File: src/rtl/xcvr_reconfig_seq.sv
module xcvr_reconfig_seq #(
  parameter int AW         = 11,
  parameter int DW         = 32,
  parameter int TW         = 16,
  parameter int PRE_ADDR   = 'h0E0,
  parameter int PRE_BIT    = 0,
  parameter int RECAL_ADDR = 'h100,
  parameter int RECAL_BIT  = 0
) (
  input  logic          clk,
  input  logic          rst_n,
  input  logic          start,
  input  logic          opt_reset,
  input  logic          opt_pll,
  input  logic          opt_rate_chg,
  input  logic          opt_bg_en,
  input  logic [TW-1:0] timeout_cycles,
  input  logic          wl_valid,
  output logic          wl_ready,
  input  logic [AW-1:0] wl_addr,
  input  logic [DW-1:0] wl_data,
  input  logic          wl_last,
  input  logic          tx_cal_busy,
  input  logic          rx_cal_busy,
  input  logic          pll_cal_busy,
  output logic [AW-1:0] cfg_addr,
  output logic          cfg_read,
  output logic          cfg_write,
  output logic [DW-1:0] cfg_wdata,
  input  logic [DW-1:0] cfg_rdata,
  input  logic          cfg_waitreq,
  output logic          chan_reset,
  output logic          busy,
  output logic          done,
  output logic          error
);

  localparam logic [AW-1:0] BGC_A  = AW'('h542);
  localparam logic [AW-1:0] STAT_A = AW'('h481);
  localparam logic [AW-1:0] OWN_A  = AW'(0);
  localparam logic [AW-1:0] PRE_A  = AW'(PRE_ADDR);
  localparam logic [AW-1:0] RC_A   = AW'(RECAL_ADDR);
  localparam logic [DW-1:0] BGC_M  = DW'(1);
  localparam logic [DW-1:0] PRE_M  = DW'(1) << PRE_BIT;
  localparam logic [DW-1:0] RC_M   = DW'(1) << RECAL_BIT;

  typedef enum logic [4:0] {
    S_IDLE, S_OFF_RD, S_OFF_WR, S_CHK_A, S_CHK_B, S_PRE_RD, S_PRE_WR,
    S_HAND, S_HWAIT, S_ARB, S_LIST, S_LWR, S_RC_RD, S_RC_WR, S_RWAIT,
    S_ON_RD, S_ON_WR
  } st_t;

  st_t st;
  logic [DW-1:0] rmw, ld;
  logic [AW-1:0] la;
  logic llast, pll_q, rate_q, bg_q;
  logic [TW-1:0] tcnt;

  wire ack      = ~cfg_waitreq;
  wire tmo      = tcnt >= timeout_cycles;
  wire poll     = (st == S_CHK_A) || (st == S_CHK_B) || (st == S_HWAIT) || (st == S_RWAIT);
  wire hand_idl = ~pll_cal_busy & ~rx_cal_busy;
  wire cal_idl  = hand_idl & ~tx_cal_busy;
  wire st_t off_nx = pll_q ? S_PRE_RD : S_LIST;

  assign busy     = st != S_IDLE;
  assign wl_ready = st == S_LIST;

  always_comb begin
    cfg_addr  = '0;
    cfg_read  = 1'b0;
    cfg_write = 1'b0;
    cfg_wdata = '0;
    case (st)
      S_OFF_RD, S_CHK_A, S_ON_RD: begin cfg_addr = BGC_A; cfg_read = 1'b1; end
      S_CHK_B:  begin cfg_addr = STAT_A; cfg_read = 1'b1; end
      S_OFF_WR: begin cfg_addr = BGC_A; cfg_write = 1'b1; cfg_wdata = rmw & ~BGC_M; end
      S_ON_WR:  begin cfg_addr = BGC_A; cfg_write = 1'b1; cfg_wdata = rmw | BGC_M; end
      S_PRE_RD: begin cfg_addr = PRE_A; cfg_read = 1'b1; end
      S_PRE_WR: begin cfg_addr = PRE_A; cfg_write = 1'b1; cfg_wdata = rmw | PRE_M; end
      S_HAND:   begin cfg_addr = OWN_A; cfg_write = 1'b1; cfg_wdata = DW'(1); end
      S_ARB:    begin cfg_addr = OWN_A; cfg_write = 1'b1; cfg_wdata = DW'(2); end
      S_LWR:    begin cfg_addr = la; cfg_write = 1'b1; cfg_wdata = ld; end
      S_RC_RD:  begin cfg_addr = RC_A; cfg_read = 1'b1; end
      S_RC_WR:  begin cfg_addr = RC_A; cfg_write = 1'b1; cfg_wdata = rmw | RC_M; end
      default: ;
    endcase
  end

  always_ff @(posedge clk or negedge rst_n)
    if (!rst_n) tcnt <= '0;
    else if (!poll) tcnt <= '0;
    else if (tcnt != '1) tcnt <= tcnt + 1'b1;

  always_ff @(posedge clk or negedge rst_n) begin
    if (!rst_n) begin
      st <= S_IDLE; rmw <= '0; la <= '0; ld <= '0; llast <= 1'b0;
      pll_q <= 1'b0; rate_q <= 1'b0; bg_q <= 1'b0;
      chan_reset <= 1'b0; done <= 1'b0; error <= 1'b0;
    end else begin
      done  <= 1'b0;
      error <= 1'b0;
      case (st)
        S_IDLE: if (start) begin
          pll_q <= opt_pll; rate_q <= opt_rate_chg; bg_q <= opt_bg_en;
          chan_reset <= opt_reset | opt_rate_chg;
          st <= S_OFF_RD;
        end
        S_OFF_RD: if (ack) begin rmw <= cfg_rdata; st <= S_OFF_WR; end
        S_OFF_WR: if (ack) st <= S_CHK_A;
        S_CHK_A: if (ack) begin
          if (!cfg_rdata[0]) st <= off_nx;
          else if (tmo) begin st <= S_IDLE; error <= 1'b1; chan_reset <= 1'b0; end
          else st <= S_CHK_B;
        end
        S_CHK_B: if (ack) begin
          if (!cfg_rdata[2]) st <= off_nx;
          else if (tmo) begin st <= S_IDLE; error <= 1'b1; chan_reset <= 1'b0; end
          else st <= S_CHK_A;
        end
        S_PRE_RD: if (ack) begin rmw <= cfg_rdata; st <= S_PRE_WR; end
        S_PRE_WR: if (ack) st <= S_HAND;
        S_HAND:   if (ack) st <= S_HWAIT;
        S_HWAIT:
          if (tcnt != '0 && hand_idl) st <= S_ARB;
          else if (tmo) begin st <= S_IDLE; error <= 1'b1; chan_reset <= 1'b0; end
        S_ARB:    if (ack) st <= S_LIST;
        S_LIST: if (wl_valid) begin
          la <= wl_addr; ld <= wl_data; llast <= wl_last; st <= S_LWR;
        end
        S_LWR: if (ack) begin
          if (!llast) st <= S_LIST;
          else if (rate_q) st <= S_RC_RD;
          else if (bg_q) st <= S_ON_RD;
          else begin st <= S_IDLE; done <= 1'b1; chan_reset <= 1'b0; end
        end
        S_RC_RD: if (ack) begin rmw <= cfg_rdata; st <= S_RC_WR; end
        S_RC_WR: if (ack) st <= S_RWAIT;
        S_RWAIT:
          if (tcnt != '0 && cal_idl) begin
            if (bg_q) st <= S_ON_RD;
            else begin st <= S_IDLE; done <= 1'b1; chan_reset <= 1'b0; end
          end else if (tmo) begin st <= S_IDLE; error <= 1'b1; chan_reset <= 1'b0; end
        S_ON_RD: if (ack) begin rmw <= cfg_rdata; st <= S_ON_WR; end
        S_ON_WR: if (ack) begin st <= S_IDLE; done <= 1'b1; chan_reset <= 1'b0; end
        default: st <= S_IDLE;
      endcase
    end
  end


  rw_excl_chk: assert property (@(posedge clk) disable iff (!rst_n)
    !(cfg_read && cfg_write));


  bus_hold_chk: assert property (@(posedge clk) disable iff (!rst_n)
    ((cfg_read || cfg_write) && cfg_waitreq) |=>
      ($stable(cfg_addr) && $stable(cfg_read) && $stable(cfg_write) && $stable(cfg_wdata)));


  done_pulse_chk: assert property (@(posedge clk) disable iff (!rst_n)
    done |=> !done);


  done_err_excl_chk: assert property (@(posedge clk) disable iff (!rst_n)
    !(done && error));


  reset_in_seq_chk: assert property (@(posedge clk) disable iff (!rst_n)
    chan_reset |-> busy);


  list_write_chk: assert property (@(posedge clk) disable iff (!rst_n)
    (wl_valid && wl_ready) |=> (cfg_write && !cfg_read));


  arb_after_idle_chk: assert property (@(posedge clk) disable iff (!rst_n)
    $rose(st == S_ARB) |-> $past(!pll_cal_busy && !rx_cal_busy));

endmodule

File: config.mk
export PLATFORM = sky130hd
export DESIGN_NAME = xcvr_reconfig_seq
export DESIGN_NICKNAME = d
export VERILOG_FILES = /design/src/rtl/xcvr_reconfig_seq.sv
export SDC_FILE = /design/constraint.sdc
export NUM_CORES = 1
export LEC_CHECK = 0
export ABC_AREA = 1
export ABC_CLOCK_PERIOD_IN_PS = 4550
export BUFFER_PORTS_ARGS = -buffer_cell sky130_fd_sc_hd__buf_2
export CORE_ASPECT_RATIO = 0.5
export CORE_MARGIN = 2
export CORE_UTILIZATION = 50
export DETAILED_ROUTE_END_ITERATION = 12
export PLACE_DENSITY = 0.82
export SYNTH_ARGS = -nofsm -noshare
export SYNTH_HDL_FRONTEND = slang
export SYNTH_SLANG_ARGS = --single-unit
File: constraint.sdc
create_clock -name clk -period 4.55 [get_ports clk]
set_input_delay 0.2275 -clock clk [delete_from_list [all_inputs] [get_ports clk]]
set_output_delay 0.2275 -clock clk [all_outputs]
set_load 0.01 [all_outputs]
==> impl_metrics.csv <==
group,metric,value,unit
run,timing.max_cap.violations,0,
final_layout,filler_cell_count,1071,
synthesis,synth-seq-area-share,42.4,%
global_route,globalRouteMet2Util,41.8,%
synthesis,avgSynthCellArea,8.72,um2
drt,via_count,5178,
pwr,pwr-share-seq,36.9,%
global_route,overall_routing_resource_usage,23.3,%
global_route,grt_antenna_before_repair,0,
final_layout,post_route_cells_drive_above_1_share,32.2,%
drt,remaining_drc_errors,0,
run_status,result_of_the_run,"complete, no violations",
drt,totalWireLength,15.0,mm
synthesis,dominantRegCellSynth,"dfrtp_1",
worst_setup_path,critPathLaunchType,"flip-flop",
timing,timing.setup.tns,0,ps
drt,avgViaCountPerCell,5.16,
min_path,hold_class,"input pin to async pin",
final_layout,layout_commonest_cell,"nand2_1",
drt,drtAntennaViolNets,0,
timing,worst-slew-pin-transition,1180,ps
final_layout,layout-area-overhead-vs-synth,18.9,%
global_route,vias_in_the_first_global_route,5131,
final_layout,most_used_cells_in_the_layout_excluding_fill_and_tap_cells,"nand2_1 (179), buf_2 (152), dfrtp_1 (102)",
pwr,swShare,37.5,%
pwr,max-vdd-ir-drop,0.000274,V
cts,cts.hold.buffers_added,0,
pwr,power_switching,1.43,mW
cts,clkLatencyLatePin,350,ps
worst_setup_path,timing_worst_setup_path_type,"flip-flop to output pin",
timing,setup_repair_after_global_routing_missed_its_margin,"no",
synthesis,top_cells_by_area_in_the_synthesized_netlist,"dfrtp_1 (42%), nand2_1 (11%), mux2_4 (7.0%)",
timing,period_share,71.8,%
global_route,grtUsageMet1,29.1,%
timing,clock_skew_after_layout,10.5,ps
pwr,combPwrFrac,42.4,%
synthesis,ys_seq_elements,102,
floorplan,chipWidth,159,um
drt,detailedRoute.firstIterationViolations,318,
global_route,met3_usage,4.90,%
timing,achievable-frequency,306,MHz
cts,cts_tree,"built",
pwr,pwr-share-clk,20.8,%
timing,final.hold.worst_slack,40.2,ps
synthesis,post-synth-top-area-fraction,42.4,%
worst_setup_path,critical_path.endpoint_type,"output pin",
final_layout,fin_nets,956,
placement,postPlaceCellArea,0.00685,mm2
final_layout,utilization,60.8,%
floorplan,num_io_pins,154,
synthesis,synth_async_sr_flop_share,100,%
floorplan,core_area,0.0118,mm2
placement,io_buffer_count,153,
floorplan,die_y,81.6,um
worst_setup_path,cp.required,4320,ps
pwr,static-leakage-power,4.05,nW
cts,cts.htree.levels,3,
synthesis,number_of_distinct_standard_cells_referenced_by_the_synthesized_netlist,41,
timing,timing.final.hold_violations,0,
worst_setup_path,maximum_fanout_along_the_worst_path,33,
global_route,largest_net_degree_at_the_start_of_global_routing,78,
synthesis,synth_top_area_cell,"dfrtp_1",
floorplan,initial_utilization,51.1,%
floorplan,die-area,0.0130,mm2
global_route,globalRoute.totalOverflow,0,
global_route,grt_most_used_layer,"met2",
cts,worst_setup_hold_path_clk_slew,70,ps
synthesis,syn_nets,812,
drt,detailedRoute.firstPassIterationCount,5,
synthesis,netlist_instances,690,
timing,setup_violations,0,
placement,final_gp_congestion,0.927,
cts,cts_num_sinks,102,
synthesis,ys_warn_count,0,
cts,cts_resized,0,
cts,cts.repair_timing.setup_buffer_count,0,
pwr,cellPowerDensity,534,mW/mm2
cts,cts.path.max_buffers,2,
placement,place_hpwl,11.0,mm
cts,cts.root.buffer_cell,"clkbuf_16",
timing,timing_max_transition_violations_final,0,
timing,finalWorstPathRequiredPeriod,3270,ps
timing,slew_headroom,20.9,%
synthesis,cell_area_after_technology_mapping,0.00602,mm2
pwr,power_report.internal_total,2.39,mW
final_layout,post-route-cell-area,0.00715,mm2
floorplan,row_count,28,
worst_setup_path,critPathArrivalTime,3040,ps
synthesis,synth_enable_flop_cells,0,
final_layout,insertedDiodeCount,0,
drt,routed_wire_length_per_instance,14.9,um
cts,cts_buffers,9,
global_route,global_route_wire_length_before_repair,24.3,mm
[registers in the layout, summed over array words and instances, names as in the netlist]
name	count
done	1
rmw	31
error	1
st	5
pll_q	1
chan_reset	1
bg_q	1
tcnt	16
la	11
llast	1
rate_q	1
ld	32
[synth_stat cells, types with 2 or more instances]
cell and n:
nand2_1 179, dfrtp_1 102, inv_1 65, nor2_1 55, o21ai_0 52, mux2_2 36, nand3_1 31, mux2_4 28
a21oi_1 23, ha_1 18, nand4_1 10, nor3_1 10, buf_6 9, inv_2 9, mux2_1 5, xor2_1 5
buf_2 4, o21ai_1 4, xnor2_1 4, buf_4 3, clkbuf_1 3, clkbuf_2 3, nand2_4 3, nand3_2 3
nor2_2 3, nor2_4 3, o21ai_2 3, nand2_2 2, nor4_1 2, or2_2 2
[metal layers]
layer  wire, um  share of wire, %
met1       6610                44
met2       7340                49
met5          0                 0
met4        227               1.5
met3        791               5.3
[power groups by stage]
stage / logic [mW] / registers, mW / clock network [mW]
detailed placement: 1.62 / 1.42 / 0
global placement: 1.59 / 1.40 / 0
CTS: 1.63 / 1.41 / 0.811
floorplan: 1.19 / 1.36 / 0
global route: 1.79 / 1.45 / 0.848
finish: 1.62 / 1.41 / 0.794
[final cells by class]
class	count	area [um2]	share of cell area (%)
Multi-Input combinational cell	491	3020	42.3
Sequential cell	102	2550	35.7
Timing Repair Buffer	155	783	10.9
Inverter	75	284	3.97
Clock buffer	10	229	3.20
Tap cell	165	206	2.89
Clock inverter	6	76.3	1.07
[stage by stage]
step | cells | setup WS (ps) | power [mW]
finish | 1004 | 1280 | 3.82
global placement | 988 | 1730 | 2.99
floorplan | 690 | 2850 | 2.55
global route | 1004 | 1120 | 4.09
CTS | 1004 | 1300 | 3.84
detailed placement | 988 | 1680 | 3.04
[worst max-delay path: stages, from the launching register on]
cell     delay (ps)
dfrtp_1         540
nor2_1           90
nand2_1         150
inv_1           100
nand2_1          90
nand3_1         810
or4_1           750
buf_2           160
[logic make-up after synthesis]
group	share of synthesized area (%)
fa+ha+maj	3.74
simple gates	23.0
buf+inv	7.55
flops	42.4
xor+xnor	1.31
mux	14.7
compound gates	7.38
[path summary, 6_finish.rpt]
path                            start   endpoint  slack [ps]  cells after the start
max in group asynchronous       rst_n   tcnt[14]        3580                      2
max reg2reg                     st[4]      st[4]        1830                     10
max                             st[3]  cfg_write        1280                      7
min reg2reg                     la[7]      la[7]         490                      1
min in group clk           wl_data[0]      ld[0]         100                      2
min                             rst_n     ld[15]          40                      1
No activity file was read; power rests on OpenSTA's default activity.
